### src/rtl/nvm_status_pkg.sv
// Package: shared bit positions and widths for the status unit.
// Assumes a 16-bit register data path.
package nvm_status_pkg;
    localparam int REG_W      = 16;
    localparam int BIT_PASS   = 0;
    localparam int BIT_FAIL   = 1;
    localparam int BIT_BUSY   = 2;
    localparam int BIT_INT    = 3;
    localparam int BIT_FIXED  = 5;   // reserved bit, reads as one
    localparam logic [REG_W-1:0] STAT_RESET = REG_W'(1) << BIT_FIXED;

    // Decoded register access for one cycle.
    typedef struct packed {
        logic stat_rd;
        logic mode_rd;
        logic mode_wr;
    } reg_hit_t;
endpackage

### src/rtl/nvm_reg_decode.sv
// Module: address decoder for the status unit's register window.
// Assumes single-cycle strobes; reads and writes may not need to be exclusive.
module nvm_reg_decode
    import nvm_status_pkg::*;
#(
    parameter int               ADDR_W    = 32,
    parameter logic [ADDR_W-1:0] STAT_ADDR = 32'hFFFF_0E00,
    parameter logic [ADDR_W-1:0] MODE_ADDR = 32'hFFFF_0804
) (
    input  logic [ADDR_W-1:0] addr,
    input  logic              rd,
    input  logic              wr,
    output reg_hit_t          hit
);
    logic is_stat;
    logic is_mode;

    // Compare the address against both register locations.
    always_comb begin
        is_stat     = (addr == STAT_ADDR);
        is_mode     = (addr == MODE_ADDR);
        hit.stat_rd = rd & is_stat;
        hit.mode_rd = rd & is_mode;
        hit.mode_wr = wr & is_mode;
    end
endmodule

### src/rtl/nvm_busy_track.sv
// Module: tracks whether the command engine is working and qualifies its events.
// Assumes start and done arrive as one-cycle pulses; a start while busy and a
// done while idle are dropped.
module nvm_busy_track (
    input  logic clk,
    input  logic rst_n,
    input  logic start,
    input  logic done,
    output logic start_acc,
    output logic done_acc,
    output logic busy
);
    // Accept only the events that fit the current state.
    always_comb begin
        start_acc = start & ~busy;
        done_acc  = done & busy;
    end

    // Busy register: set by an accepted start, cleared by an accepted done.
    always_ff @(posedge clk) begin
        if (!rst_n)         busy <= 1'b0;
        else if (start_acc) busy <= 1'b1;
        else if (done_acc)  busy <= 1'b0;
    end

    p_busy_set_r2: assert property (@(posedge clk) disable iff (!rst_n)
        start_acc |=> busy);
    p_busy_clear_r3: assert property (@(posedge clk) disable iff (!rst_n)
        done_acc |=> !busy);
    p_idle_done_r10: assert property (@(posedge clk) disable iff (!rst_n)
        (done && !busy && !start) |=> !busy);
endmodule

### src/rtl/nvm_sticky_flags.sv
// Module: pass, fail and interrupt sticky flags.
// Assumes clr is the status register read strobe. Within one cycle a read is
// applied first, then a start, then a completion, so a new event survives.
module nvm_sticky_flags (
    input  logic clk,
    input  logic rst_n,
    input  logic clr,
    input  logic start_acc,
    input  logic done_acc,
    input  logic done_ok,
    input  logic int_en,
    output logic pass_q,
    output logic fail_q,
    output logic int_q
);
    logic pass_n;
    logic fail_n;
    logic int_n;

    // Next-state of each sticky bit in priority order.
    always_comb begin
        pass_n = pass_q;
        fail_n = fail_q;
        int_n  = int_q;
        if (clr) begin
            pass_n = 1'b0;
            fail_n = 1'b0;
            int_n  = 1'b0;
        end
        if (start_acc) begin
            pass_n = 1'b0;
            fail_n = 1'b0;
        end
        if (done_acc) begin
            pass_n = done_ok;
            fail_n = ~done_ok;
            if (int_en) int_n = 1'b1;
        end
    end

    // Sticky bit registers.
    always_ff @(posedge clk) begin
        if (!rst_n) begin
            pass_q <= 1'b0;
            fail_q <= 1'b0;
            int_q  <= 1'b0;
        end else begin
            pass_q <= pass_n;
            fail_q <= fail_n;
            int_q  <= int_n;
        end
    end

    p_result_excl_r3: assert property (@(posedge clk) disable iff (!rst_n)
        !(pass_q && fail_q));
    p_clear_on_read_r4: assert property (@(posedge clk) disable iff (!rst_n)
        (clr && !done_acc) |=> (!pass_q && !fail_q && !int_q));
    p_start_clears_r5: assert property (@(posedge clk) disable iff (!rst_n)
        start_acc |=> (!pass_q && !fail_q));
    p_int_needs_en_r6: assert property (@(posedge clk) disable iff (!rst_n)
        (done_acc && !int_en && !int_q) |=> !int_q);
    p_event_wins_r8: assert property (@(posedge clk) disable iff (!rst_n)
        (done_acc && clr) |=> (pass_q || fail_q));
endmodule

### src/rtl/nvm_status_unit.sv
// Module: top of the status unit. It holds the mode register, assembles the
// status word and registers read data.
// Assumes one register access per cycle and read data taken one cycle later.
module nvm_status_unit
    import nvm_status_pkg::*;
#(
    parameter int                ADDR_W    = 32,
    parameter logic [ADDR_W-1:0] STAT_ADDR = 32'hFFFF_0E00,
    parameter logic [ADDR_W-1:0] MODE_ADDR = 32'hFFFF_0804,
    parameter int                IEN_BIT   = 3
) (
    input  logic              clk,
    input  logic              rst_n,
    input  logic [ADDR_W-1:0] bus_addr,
    input  logic              bus_rd,
    input  logic              bus_wr,
    input  logic [REG_W-1:0]  bus_wdata,
    output logic [REG_W-1:0]  rd_data,
    input  logic              cmd_start,
    input  logic              cmd_done,
    input  logic              cmd_ok,
    output logic              irq
);
    reg_hit_t           hit;
    logic               start_acc;
    logic               done_acc;
    logic               busy;
    logic               pass_q;
    logic               fail_q;
    logic               int_q;
    logic [REG_W-1:0]   mode_q;
    logic [REG_W-1:0]   status;

    nvm_reg_decode #(
        .ADDR_W   (ADDR_W),
        .STAT_ADDR(STAT_ADDR),
        .MODE_ADDR(MODE_ADDR)
    ) u_decode (
        .addr(bus_addr),
        .rd  (bus_rd),
        .wr  (bus_wr),
        .hit (hit)
    );

    nvm_busy_track u_busy (
        .clk      (clk),
        .rst_n    (rst_n),
        .start    (cmd_start),
        .done     (cmd_done),
        .start_acc(start_acc),
        .done_acc (done_acc),
        .busy     (busy)
    );

    nvm_sticky_flags u_flags (
        .clk      (clk),
        .rst_n    (rst_n),
        .clr      (hit.stat_rd),
        .start_acc(start_acc),
        .done_acc (done_acc),
        .done_ok  (cmd_ok),
        .int_en   (mode_q[IEN_BIT]),
        .pass_q   (pass_q),
        .fail_q   (fail_q),
        .int_q    (int_q)
    );

    // Mode register: written whole by software.
    always_ff @(posedge clk) begin
        if (!rst_n)           mode_q <= '0;
        else if (hit.mode_wr) mode_q <= bus_wdata;
    end

    // Assemble the status word from the live and sticky bits.
    always_comb begin
        status            = STAT_RESET;
        status[BIT_PASS]  = pass_q;
        status[BIT_FAIL]  = fail_q;
        status[BIT_BUSY]  = busy;
        status[BIT_INT]   = int_q;
    end

    // Read data register: captures the addressed value at the read strobe.
    always_ff @(posedge clk) begin
        if (!rst_n)           rd_data <= '0;
        else if (hit.stat_rd) rd_data <= status;
        else if (hit.mode_rd) rd_data <= mode_q;
        else if (bus_rd)      rd_data <= '0;
    end

    // Interrupt line follows the interrupt status bit.
    always_comb irq = int_q;

    p_irq_drops_r7: assert property (@(posedge clk) disable iff (!rst_n)
        (hit.stat_rd && !done_acc) |=> !irq);
    p_mode_hold_r9: assert property (@(posedge clk) disable iff (!rst_n)
        !hit.mode_wr |=> $stable(mode_q));
    p_other_read_r11: assert property (@(posedge clk) disable iff (!rst_n)
        (bus_rd && !hit.stat_rd && !hit.mode_rd) |=> (rd_data == '0));
    p_status_read_r4: assert property (@(posedge clk) disable iff (!rst_n)
        hit.stat_rd |=> rd_data[BIT_FIXED]);
endmodule

### config.mk
export PLATFORM = sky130hd
export DESIGN_NAME = nvm_status_unit
export DESIGN_NICKNAME = d
export VERILOG_FILES = /design/src/rtl/nvm_status_pkg.sv /design/src/rtl/nvm_reg_decode.sv /design/src/rtl/nvm_busy_track.sv /design/src/rtl/nvm_sticky_flags.sv /design/src/rtl/nvm_status_unit.sv
export SDC_FILE = /design/constraint.sdc
export NUM_CORES = 1
export LEC_CHECK = 0
export BUFFER_PORTS_ARGS = -buffer_cell sky130_fd_sc_hd__buf_2
export CAP_MARGIN = 20
export CORE_MARGIN = 2
export CORE_UTILIZATION = 44
export CTS_BUF_LIST = sky130_fd_sc_hd__clkbuf_8
export DETAILED_ROUTE_END_ITERATION = 7
export PLACE_DENSITY = 0.77
export SLEW_MARGIN = 10
export SYNTH_ARGS = -nofsm -noshare
export SYNTH_HDL_FRONTEND = slang
export SYNTH_SLANG_ARGS = --single-unit
### constraint.sdc
create_clock -name clk -period 2 [get_ports clk]
set_input_delay 0.2 -clock clk [delete_from_list [all_inputs] [get_ports clk]]
set_output_delay 0.2 -clock clk [all_outputs]
set_load 0.02 [all_outputs]
== Word-level counts from Yosys, hierarchy flattened ==
Index checks and enable logic that the tools add are counted.

* Mux-type cells: 12
* Bitwise gates (word level): 8
* Eq/ne operators: 2
* Reductions and logical operators: 5

{| class="wikitable"
|+ Operators with widths
! operator !! count
|-
| $eq A32 B32 Y1 const B || 2
|-
| $mux W16 || 2
|-
| $mux W1 || 9
|-
| $mux W6 || 1
|-
| $reduce_bool A3 Y1 || 2
|-
| $and A1 B1 Y1 || 5
|-
| $reduce_bool A2 Y1 || 2
|-
| $not A1 Y1 || 3
|-
| $reduce_or A2 Y1 || 1
|}

* Flip-flop bits (word level): 36
* Logic and storage cells: 34
* Bits of input ports: 55
* Output and inout port bits: 17

== Depth between registers and ports, before layout ==
Gate-level depths: netlist (run 1).

* Depth after elaboration: 5
* Gate-level depth with buffers: 7
* Depth with buffers taken out: 4

== Modules after synthesis ==
A second synthesis (run 1) with hierarchy kept.

* Cells, all modules: 165
* Area total of the unflattened synthesis: 1550.2 µm²

{| class="wikitable"
|+ By module, submodules not included
! module !! sequential area each (µm²) !! area each (µm²) !! cells each !! instances
|-
| nvm_status_unit || 640.6 || 1248.7 || 128 || 1
|-
| nvm_reg_decode || 0.0 || 133.9 || 20 || 1
|-
| nvm_sticky_flags || 60.1 || 121.4 || 12 || 1
|-
| nvm_busy_track || 20.0 || 46.3 || 5 || 1
|}

== Worst setup path before layout (run 1) ==
OpenSTA, ideal clock, no wires.

* Path kind: input port to flip-flop
* Start point: in bus_addr[3]
* End point: reg rd_data[14]
* Library setup time: 0.070 ns
* Stages: 6
* Path slack: 0.066 ns
* Path buffers: 2
* Required time: 1.930 ns
* Data arrival time: 1.863 ns
* Cells stage by stage: or3b_1 -> or4_1 -> buf_2 -> buf_6 -> or4_1 -> a21oi_1

* Word-level cells in the longest chain between the ends: 3
* Elaborated cells between the ends (all ways): 7

{| class="wikitable"
|+ Ends and longest elaborated chain
! what !! RTL line !! text
|-
| start, declared || nvm_status_unit.sv:14 || <nowiki>input logic [ADDR_W-1:0] bus_addr,</nowiki>
|-
| $eq A32 B32 Y1 (on tied branches) || nvm_reg_decode.sv:21, nvm_reg_decode.sv:20 ||
|-
| $and A1 B1 Y1 (on tied branches) || nvm_reg_decode.sv:23, nvm_reg_decode.sv:22 ||
|-
| $mux W16 (tied with other cells) || nvm_status_unit.sv:87 || <nowiki>else if (hit.mode_rd) rd_data <= mode_q;</nowiki>
|-
| end signal, assigned || nvm_status_unit.sv:86 || <nowiki>else if (hit.stat_rd) rd_data <= status;</nowiki>
|-
| end signal, assigned || nvm_status_unit.sv:87 ||
|-
| end, declared || nvm_status_unit.sv:18 || <nowiki>output logic [REG_W-1:0] rd_data,</nowiki>
|}

Several ways; a longest one is shown, not always the timed one.
A chain may end at the register's enable or synchronous reset.

== Worst setup path after layout (run 1) ==
* Start point: in bus_addr[3]
* End point: reg mode_q[0]

* Word-level cells in the longest chain between the ends: 2

{| class="wikitable"
|+ Ends and longest elaborated chain
! what !! RTL line !! text
|-
| $eq A32 B32 Y1 || nvm_reg_decode.sv:21 || <nowiki>is_mode = (addr == MODE_ADDR);</nowiki>
|-
| $and A1 B1 Y1 || nvm_reg_decode.sv:24 || <nowiki>hit.mode_wr = wr & is_mode;</nowiki>
|-
| end signal, assigned || nvm_status_unit.sv:71 || <nowiki>else if (hit.mode_wr) mode_q <= bus_wdata;</nowiki>
|-
| end, declared || nvm_status_unit.sv:31 || <nowiki>logic [REG_W-1:0] mode_q;</nowiki>
|}

Every way passes these cells.

==> impl_metrics.py, run 1 <==
metrics = {
    "run_status": {
        "status": "complete, no violations",
    },
    "timing": {
        "skew_ns": 0.00803,
        "fin_crit_ns": 1.75,
        "finalSetupViolations": 0,
        "setup_ws_ns": 0.248,
        "grt_setup_unrepaired": "false",
        "final-hold-violation-count": 0,
        "timing.fmax_mhz": 571,
        "tightest_slew_ns": 0.551,
        "relSlewSlack": 0.632,
        "fin_crit_sh": 0.876,
        "maxSlewViolCount": 0,
    },
    "synth": {
        "synth_compound_gate_area_share": 0.216,
        "synth_area_leaders": "dfxtp_1 (42%), a21oi_1 (10%), nand4_1 (9.6%)",
        "synth_cell_type_count": 29,
        "yosys.area_share.simple": 0.302,
        "ys_ff_latch": 36,
        "async_flop_share": 0,
        "synth_top_area_share": 0.424,
        "netlist_instances": 198,
        "synth-xor-area-share": 0,
        "synth_commonest_cells": "dfxtp_1 (36), a21oi_1 (34), nand4_1 (26)",
        "synth_area_leader_cell": "dfxtp_1",
        "synth_most_common_cell": "dfxtp_1",
        "synth_edf_count": 0,
        "synth_top_flop_cell": "dfxtp_1",
        "synth_warnings": 0,
        "syn_avg_cell_area_um2": 8.58,
        "synthAdderAreaFrac": 0,
        "synth_top_family_by_area": "simple AND/OR/NAND/NOR gates",
        "synth_mux_area_frac": 0.00589,
        "synth_area_um2": 1700,
        "yosysSeqAreaShare": 0.424,
        "synth_nets": 253,
    },
    "critical_path": {
        "crit_path_cell_trace": "buf_2, or3b_1, or4_1, buf_4, o31ai_1, a21oi_1",
        "critPathRequiredTime_ns": 2.17,
        "cp.arrival_ns": 1.92,
        "slowest_stage": "or4_1",
        "cp-start-kind": "input port",
        "path_class": "input port to flop",
        "critPathMaxStageDelay_ns": 0.58,
        "path_buf_inv": 2,
        "path_max_fanout": 16,
        "cp-end-kind": "flop",
        "path_delay_family": "simple AND/OR/NAND/NOR gates",
    },
    "clock_network": {
        "hold_buffers": 0,
        "cts_htree_levels": 2,
        "cts_setup_buffers": 0,
        "clkSlewWorstSetupHoldPaths_ns": 0.06,
        "numClockSinks": 36,
        "cts.repair.resized": 0,
        "clockRootBuffer": "clkbuf_8",
        "tritoncts": "done",
        "cts_buffers": 5,
        "clk_latency_ns": 0.29,
        "cts_buffer_depth": 2,
    },
    "route": {
        "viasPerCell": 5.54,
        "drtAntennaViolNets": 0,
        "drt_iter0_markers": 72,
        "drc": 0,
        "drt-total-wl_mm": 4.27,
        "vias": 1750,
        "dr.pass1.iters": 4,
        "drt-wirelength-per-cell_um": 13.5,
    },
    "grt": {
        "grt_max_degree": 25,
        "antenna_found_initial": 0,
        "gr-total-overflow": 0,
        "grt_usage": 0.198,
        "grt_pass1_vias": 1512,
        "grt_pass1_wl_mm": 6.60,
    },
    "pwr": {
        "ir_drop_mv": 0.529,
        "p_leak_nw": 0.884,
        "power_density_nw_per_um2": 648,
        "totalPowerFinal_mw": 1.45,
    },
    "floorplan": {
        "chipWidth_um": 66.1,
        "die_h_um": 66.1,
        "ios": 72,
        "fp-row-count": 22,
        "core_um2": 3690,
        "die-area_um2": 4370,
        "start_util": 0.461,
    },
    "place": {
        "port_buffers": 71,
        "place_hpwl_mm": 3.03,
        "gp_congestion": 0.751,
        "pre_cts_slack_ns": -0.0351,
    },
    "layout": {
        "fillers": 345,
        "areaGrowthSynthToFinish_pct": 31.6,
        "final_nets": 322,
        "regArea_um2": 721,
        "diodes": 0,
        "multi_input_area_um2": 897,
        "drive_gt1_frac": 0.336,
    },
    "min_path": {
        "hold_class": "input port to flop",
    },
    "flow_run": {
        "max_cap_violations": 0,
    },
}
-- power by group --
group / internal (mW) / switching [mW] / leakage [nW]
logic: 0.0610 / 0.0504 / 0.534
registers: 0.719 / 0.00280 / 0.290
clock network: 0.365 / 0.251 / 0.0593
-- sequential cells by signal, indices dropped and copies added, names as in the netlist --
| register | cells |
|---|---|
| mode_q | 16 |
| rd_data | 16 |
| u_busy.busy | 1 |
| u_flags.fail_q | 1 |
| u_flags.int_q | 1 |
| u_flags.pass_q | 1 |
-- path summary, 6_finish.rpt --
kind,endpoint,slack [ns],start,cells past startpoint
worst max register to register,u_flags.pass_q,0.99,u_busy.busy,3
worst min register to register,rd_data[4],0.46,rd_data[4],2
worst max-delay path,mode_q[0],0.25,bus_addr[3],6
worst min-delay path,u_busy.busy,0.12,cmd_done,2
-- cell families after synthesis --
| group | Yosys count |
|---|---|
| compound gates | 59 |
| flops | 36 |
| mux | 1 |
| buf+inv | 21 |
| simple gates | 81 |
-- stage by stage --
stage / TNS [ns] / std cells / cell area, µm² / util / hold WS [ns]
after floorplan: 0 / 198 / 1700 / - / 0.293
after global placement: -0.0485 / 308 / 2130 / 0.577 / 0.407
after detailed placement: -0.168 / 308 / 2130 / 0.577 / 0.413
after CTS: 0 / 316 / 2240 / 0.606 / 0.109
after global routing: 0 / 316 / 2240 / 0.606 / 0.121
final: 0 / 316 / 2240 / 0.606 / 0.115
-- placed cells by master (no fill, tap or decap), drive strengths merged, types with 2 or more instances in the layout --
master and n:
buf 81, dfxtp 36, a21oi 34, nand4 26, nand2b 16, o31ai 16
or4 11, nand2 11, a22o 6, clkbuf 5, inv 3, and3 3
and2 3, nor4 2
-- metal layers --
layer	vias up	wire, µm	global-route usage	part of all wire
met1	768	1910	0.246	0.45
met5	-	0	0	0
met2	81	1900	0.328	0.44
li1	895	-	-	-
met4	0	56	0.0638	0.013
met3	6	401	0.0562	0.094
-- final cells by class --
class,count,area share
clock buffer,5,0.0308
clock inverter,3,0.0173
inverter,2,0.00336
multi-input combinational,141,0.401
sequential,36,0.322
tap,48,0.0269
timing repair buffer,81,0.198
Power figures use the tool's default switching activity.
==> inputs of run 2 (changes only) <==
--- a/config.mk
+++ b/config.mk
@@ -5,13 +5,14 @@
 export SDC_FILE = /design/constraint.sdc
 export NUM_CORES = 1
 export LEC_CHECK = 0
+export ABC_AREA = 1
 export BUFFER_PORTS_ARGS = -buffer_cell sky130_fd_sc_hd__buf_2
 export CAP_MARGIN = 20
 export CORE_MARGIN = 2
-export CORE_UTILIZATION = 44
+export CORE_UTILIZATION = 45
 export CTS_BUF_LIST = sky130_fd_sc_hd__clkbuf_8
 export DETAILED_ROUTE_END_ITERATION = 7
-export PLACE_DENSITY = 0.77
+export PLACE_DENSITY = 0.78
 export SLEW_MARGIN = 10
 export SYNTH_ARGS = -nofsm -noshare
 export SYNTH_HDL_FRONTEND = slang
==> run 2 against run 1 <==
  * Core utilization shrank 0.44 points
  * Clock-buffer cell count grew 1
  * Design area shrank 0.73%
  * Combinational power shrank 5%
  * Worst hold slack gained 0.018 ns
  * Critical path depth grew 2
  * Critical path type unchanged
==> impl_metrics.py, run 2 <==
metrics = {
    "run_status": {
        "status": "complete, no violations",
    },
    "clock_network": {
        "cts_htree_levels": 2,
        "hold_buffers": 0,
        "cts_buffer_depth": 2,
        "tritoncts": "done",
        "clkSlewWorstSetupHoldPaths_ns": 0.07,
        "clockRootBuffer": "clkbuf_8",
        "clk_latency_ns": 0.28,
        "cts_setup_buffers": 0,
        "numClockSinks": 36,
        "cts.repair.resized": 0,
        "cts_buffers": 5,
    },
    "route": {
        "vias": 1678,
        "drt_iter0_markers": 58,
        "dr.pass1.iters": 4,
        "drc": 0,
        "dr_wl_met3_um": 177,
        "drt-wirelength-per-cell_um": 9.31,
        "wl_met1_mm": 1.79,
        "viasPerCell": 4.29,
        "drtAntennaViolNets": 0,
        "top_layer": "met4",
        "route.met2.wl_mm": 1.63,
        "drt-total-wl_mm": 3.64,
    },
    "synth": {
        "synth_area_leader_cell": "dfxtp_1",
        "yosysSeqAreaShare": 0.412,
        "netlist_instances": 271,
        "synth_cell_type_count": 20,
        "synth_nets": 326,
        "syn_avg_cell_area_um2": 6.45,
        "synth_edf_count": 0,
        "async_flop_share": 0,
        "synth_area_um2": 1750,
        "synth_top_area_share": 0.412,
        "ys_ff_latch": 36,
        "synth_area_leaders": "dfxtp_1 (41%), nand2_1 (20%), nor2_1 (9.9%)",
        "synth_commonest_cells": "nand2_1 (95), nor2_1 (46), inv_1 (40)",
        "synth_warnings": 0,
        "synth_top_flop_cell": "dfxtp_1",
        "synth_most_common_cell": "nand2_1",
    },
    "timing": {
        "maxSlewViolCount": 0,
        "grt_setup_unrepaired": "false",
        "fin_crit_sh": 0.640,
        "skew_ns": 0.00351,
        "fin_setup_tns_ns": 0,
        "timing.fmax_mhz": 781,
        "finalSetupViolations": 0,
        "fin_crit_ns": 1.28,
        "relSlewSlack": 0.654,
        "tightest_slew_ns": 0.517,
        "final-hold-violation-count": 0,
    },
    "layout": {
        "postLayoutCellArea_um2": 2220,
        "fillers": 366,
        "final_nets": 397,
        "drive_gt1_frac": 0.283,
        "areaGrowthSynthToFinish_pct": 26.9,
        "mostFrequentLayoutCells": "nand2_1 (95), buf_2 (71), nor2_1 (46), inv_1 (41), dfxtp_1 (36)",
        "fin_util": 0.602,
        "diodes": 0,
        "multi_input_area_um2": 813,
        "regArea_um2": 721,
        "largestRegisters": "mode_q: 16 flops, rd_data: 16 flops",
        "layout_commonest_cell": "nand2_1",
        "fin_cells": 391,
    },
    "flow_run": {
        "max_cap_violations": 0,
    },
    "grt": {
        "grt_pass1_vias": 1465,
        "grt_max_degree": 33,
        "gr-total-overflow": 0,
        "grt_usage": 0.171,
        "antenna_found_initial": 0,
        "grt_pass1_wl_mm": 5.86,
    },
    "pwr": {
        "internal-power_mw": 1.04,
        "totalPowerFinal_mw": 1.35,
        "ir_drop_mv": 0.399,
        "seq_power_share": 0.534,
        "p_comb_frac": 0.079,
        "power_density_nw_per_um2": 608,
        "clkPwrFrac": 0.387,
        "switchingPower_mw": 0.306,
        "p_leak_nw": 1.19,
        "switching_share": 0.227,
    },
    "floorplan": {
        "start_util": 0.474,
        "ios": 72,
        "chipWidth_um": 66.3,
        "core_um2": 3690,
        "die_h_um": 66.3,
        "fp-row-count": 22,
        "die-area_um2": 4400,
    },
    "place": {
        "placed_area_um2": 2130,
        "place_hpwl_mm": 2.78,
        "dp.cells": 383,
        "gp_congestion": 0.889,
        "port_buffers": 71,
    },
    "critical_path": {
        "critPathRequiredTime_ns": 2.15,
        "cp-start-kind": "input port",
        "cp.arrival_ns": 1.43,
        "path_max_fanout": 11,
        "path_class": "input port to flop",
        "cp-end-kind": "flop",
    },
    "min_path": {
        "hold_class": "input port to flop",
    },
}
[run 2: cell count changes after synthesis, moves of 15 or more]
cell      change
o31ai_1      -15
nor2_1       +45
nand4_1      -17
inv_1        +38
nand2_1      +84
a21oi_1      -28
nand2b_1     -16
[run 2: final cells by class]
| class | count | share of cell area |
|---|---|---|
| Timing Repair Buffer | 74 | 0.170 |
| Multi-Input combinational cell | 184 | 0.366 |
| Sequential cell | 36 | 0.325 |
| Tap cell | 48 | 0.0271 |
| Clock inverter | 2 | 0.00507 |
| Clock buffer | 6 | 0.0372 |
| Inverter | 41 | 0.0693 |
[run 2: stage by stage]
step / worst slack, ns / hold slack (ns)
floorplan: 0.843 / 0.335
global route: 0.597 / 0.136
finish: 0.719 / 0.133
detailed placement: 0.407 / 0.426
CTS: 0.701 / 0.134
global placement: 0.487 / 0.420
[run 2: path summary, 6_finish.rpt]
check | start | end | slack [ns] | depth (start not counted)
max reg2reg | u_busy.busy | u_flags.fail_q | 1.04 | 3
min reg2reg | rd_data[4] | rd_data[4] | 0.47 | 2
max | bus_addr[4] | rd_data[6] | 0.72 | 8
min | bus_wdata[14] | mode_q[14] | 0.13 | 3
[run 2: worst max-delay path, stage by stage]
cell and delay, ns:
buf_2 0.10, inv_1 0.06, nand2_1 0.07, nor2_2 0.14, nand2_1 0.08, nand3b_1 0.25, nand2_1 0.45, a21oi_1 0.07
[run 2: cells by family after synthesis]
family                 Yosys count  synth area share
and+or+nand+nor                167             0.396
buffers and inverters           51             0.123
AOI/OAI and AO/OA               17            0.0694
DFF                             36             0.412
[run 2: layer usage]
layer,up-vias,GRT usage
li1,954,-
met1,685,0.227
met2,35,0.276
met3,4,0.0204
met4,0,0.0765
met5,-,0
[run 2: power by group through the flow]
stage	logic, mW	clock network [mW]	registers [mW]
floorplan	0.0468	0	0.737
global placement	0.104	0	0.738
detailed placement	0.106	0	0.738
CTS	0.107	0.528	0.721
global route	0.120	0.559	0.721
finish	0.106	0.523	0.722
==> inputs of run 3 (changes only) <==
==> constraint.sdc (replaced) <==
create_clock -name clk -period 1 [get_ports clk]
set_input_delay 0.1 -clock clk [delete_from_list [all_inputs] [get_ports clk]]
set_output_delay 0.1 -clock clk [all_outputs]
set_load 0.02 [all_outputs]
==> run 3 against run 2 <==
  * The flow now finishes with violations (negative setup slack)
  * Final cell count grew 5.4%
  * Routed wire length up 34%
  * Die area unchanged
  * Combinational power grew to 3.0 times the previous value
  * Clock skew is essentially flat
  * Critical path type unchanged
  * Largest cell class unchanged
  * Highest routed layer unchanged
==> impl_metrics.py, run 3 (synthesis gave the netlist of run 2 again) <==
metrics = {
    "place": {
        "dp.cells": 396,
        "gp_congestion": 0.850,
        "place_hpwl_mm": 2.99,
        "port_buffers": 71,
    },
    "critical_path": {
        "crit_path_cell_trace": "buf_2, inv_1, nand2_2, nor2_4, nand2_2, nor2_4, nand3_4, clkbuf_16, nand2_1, nand2_1, nor2_1",
        "slowest_stage": "clkbuf_16",
        "critPathMaxStageDelay_ns": 0.20,
        "cp-end-kind": "flop",
        "path_max_fanout": 8,
        "rrSetupSlack_ns": 0.10,
        "r2r-start": "u_busy.busy",
        "timing.rr.end": "u_flags.fail_q",
        "cp.arrival_ns": 1.27,
        "path_class": "input port to flop",
        "critPathRequiredTime_ns": 1.23,
        "r2r_cells": 3,
        "cp-start-kind": "input port",
    },
    "timing": {
        "grt_setup_unrepaired": "true",
        "tightest_slew_ns": 0.234,
        "skew_ns": 0.00376,
        "setup_ws_ns": -0.0404,
        "maxSlewViolCount": 0,
        "fin_crit_sh": 1.04,
        "fin_crit_ns": 1.04,
        "fin_setup_tns_ns": -0.0500,
        "timing.fmax_mhz": 961,
        "final-hold-violation-count": 0,
        "relSlewSlack": 0.844,
        "finalSetupViolations": 2,
    },
    "route": {
        "viasPerCell": 4.68,
        "drt_iter0_markers": 73,
        "vias": 1929,
        "drt-total-wl_mm": 4.86,
        "drtAntennaViolNets": 0,
        "drt-wirelength-per-cell_um": 11.8,
        "drc": 0,
        "dr.pass1.iters": 4,
    },
    "floorplan": {
        "start_util": 0.474,
        "ios": 72,
        "fp-row-count": 22,
        "core_um2": 3690,
        "die_h_um": 66.3,
        "die-area_um2": 4400,
        "chipWidth_um": 66.3,
    },
    "min_path": {
        "whs_path_depth": 3,
        "hold_start": "bus_wdata[0]",
        "hold_class": "input port to flop",
        "hold_end": "mode_q[0]",
    },
    "layout": {
        "mostFrequentLayoutCells": "nand2_1 (71), buf_2 (65), nor2_1 (37), dfxtp_1 (35), inv_1 (32)",
        "layout_commonest_cell": "nand2_1",
        "drive_gt1_frac": 0.456,
        "areaGrowthSynthToFinish_pct": 54.0,
        "diodes": 0,
        "final_nets": 418,
        "fin_cells": 412,
        "largestRegisters": "mode_q: 16 flops, rd_data: 16 flops",
    },
    "clock_network": {
        "clkSlewWorstSetupHoldPaths_ns": 0.07,
        "clk_latency_ns": 0.29,
        "cts_htree_levels": 2,
        "tritoncts": "done",
        "numClockSinks": 36,
        "cts_buffer_depth": 2,
        "cts_buffers": 5,
        "clockRootBuffer": "clkbuf_8",
    },
    "grt": {
        "grt_pass1_wl_mm": 6.81,
        "grt_usage": 0.200,
        "antenna_found_initial": 0,
        "grt_max_degree": 33,
        "grt_pass1_vias": 1671,
        "gr-total-overflow": 0,
    },
    "pwr": {
        "ir_drop_mv": 0.928,
        "clkPwrFrac": 0.417,
        "switchingPower_mw": 0.690,
        "seq_power_share": 0.478,
        "p_leak_nw": 1.39,
        "p_comb_frac": 0.105,
        "internal-power_mw": 2.33,
        "switching_share": 0.228,
        "power_density_nw_per_um2": 1120,
    },
    "run_status": {
        "status": "complete, but fails checks",
        "failed_checks": "negative setup slack",
    },
    "flow_run": {
        "max_cap_violations": 0,
    },
}
## run 3: changes by cell type in the layout (fill, tap and decap cells not counted), moves of 6 or more
cell     delta
nand2_1    -24
nand2_2    +20
buf_6      +12
buf_4       +9
inv_1       -9
nor2_1      -9
inv_2       +8
buf_2       -6
## run 3: cell type report
type	instances	area (µm²)
fill	296	995
inverter	41	156
clock inverter	3	38.8
multi-input combinational	185	982
sequential	36	722
timing repair buffer	94	666
clock buffer	5	68.8
tap	48	60.1
## run 3: worst max-delay path by stage
stage,from,to,slack [ns],cells after the start
floorplan,bus_addr[23],rd_data[11],-0.05,10
global placement,bus_addr[0],rd_data[4],-0.30,11
detailed placement,bus_addr[0],rd_data[6],-0.32,11
CTS,bus_addr[14],mode_q[5],0.02,10
global route,bus_addr[14],mode_q[4],-0.08,11
finish,bus_addr[13],mode_q[4],-0.04,11
## run 3: routing by layer
metal | part of all wire | global-route usage
met1 | 0.41 | 0.242
met2 | 0.52 | 0.343
met3 | 0.050 | 0.0460
met4 | 0.018 | 0.0765
met5 | 0 | 0
## run 3: through the flow
stage	hold slack, ns	instance area [µm²]	worst slack [ns]	util	total power, mW
6_report	0.0124	2690	-0.0404	0.730	3.02
5_1_grt	0.0286	2690	-0.0823	0.730	3.13
4_1_cts	0.0174	2390	0.0150	0.649	2.97
3_5_place_dp	0.327	2270	-0.320	0.614	1.72
3_3_place_gp	0.324	2270	-0.304	0.614	1.72
2_1_floorplan	0.235	1770	-0.0487	-	1.57
## run 3: critical path, delay by kind of cell
family	cells	cell delay [ns]
and+or+nand+nor	8	0.81
buffers and inverters	3	0.35
## run 3: timing repair
action / 4_1_cts / 5_1_grt
gates resized for setup: 3 / 62
hold buffers: 0 / 0
endpoints found under the hold margin: 0 / 0
pin swaps: 1 / 21
gates cloned: 1 / 4
setup buffers: 0 / 3
endpoints found under the setup margin: 7 / 35
## run 3: power by group through the flow
stage | Combinational [mW] | Clock [mW] | Sequential [mW]
finish | 0.316 | 1.26 | 1.44
global placement | 0.242 | 0 | 1.48
CTS | 0.248 | 1.28 | 1.44
global route | 0.351 | 1.33 | 1.45
floorplan | 0.0956 | 0 | 1.47
detailed placement | 0.244 | 0 | 1.48
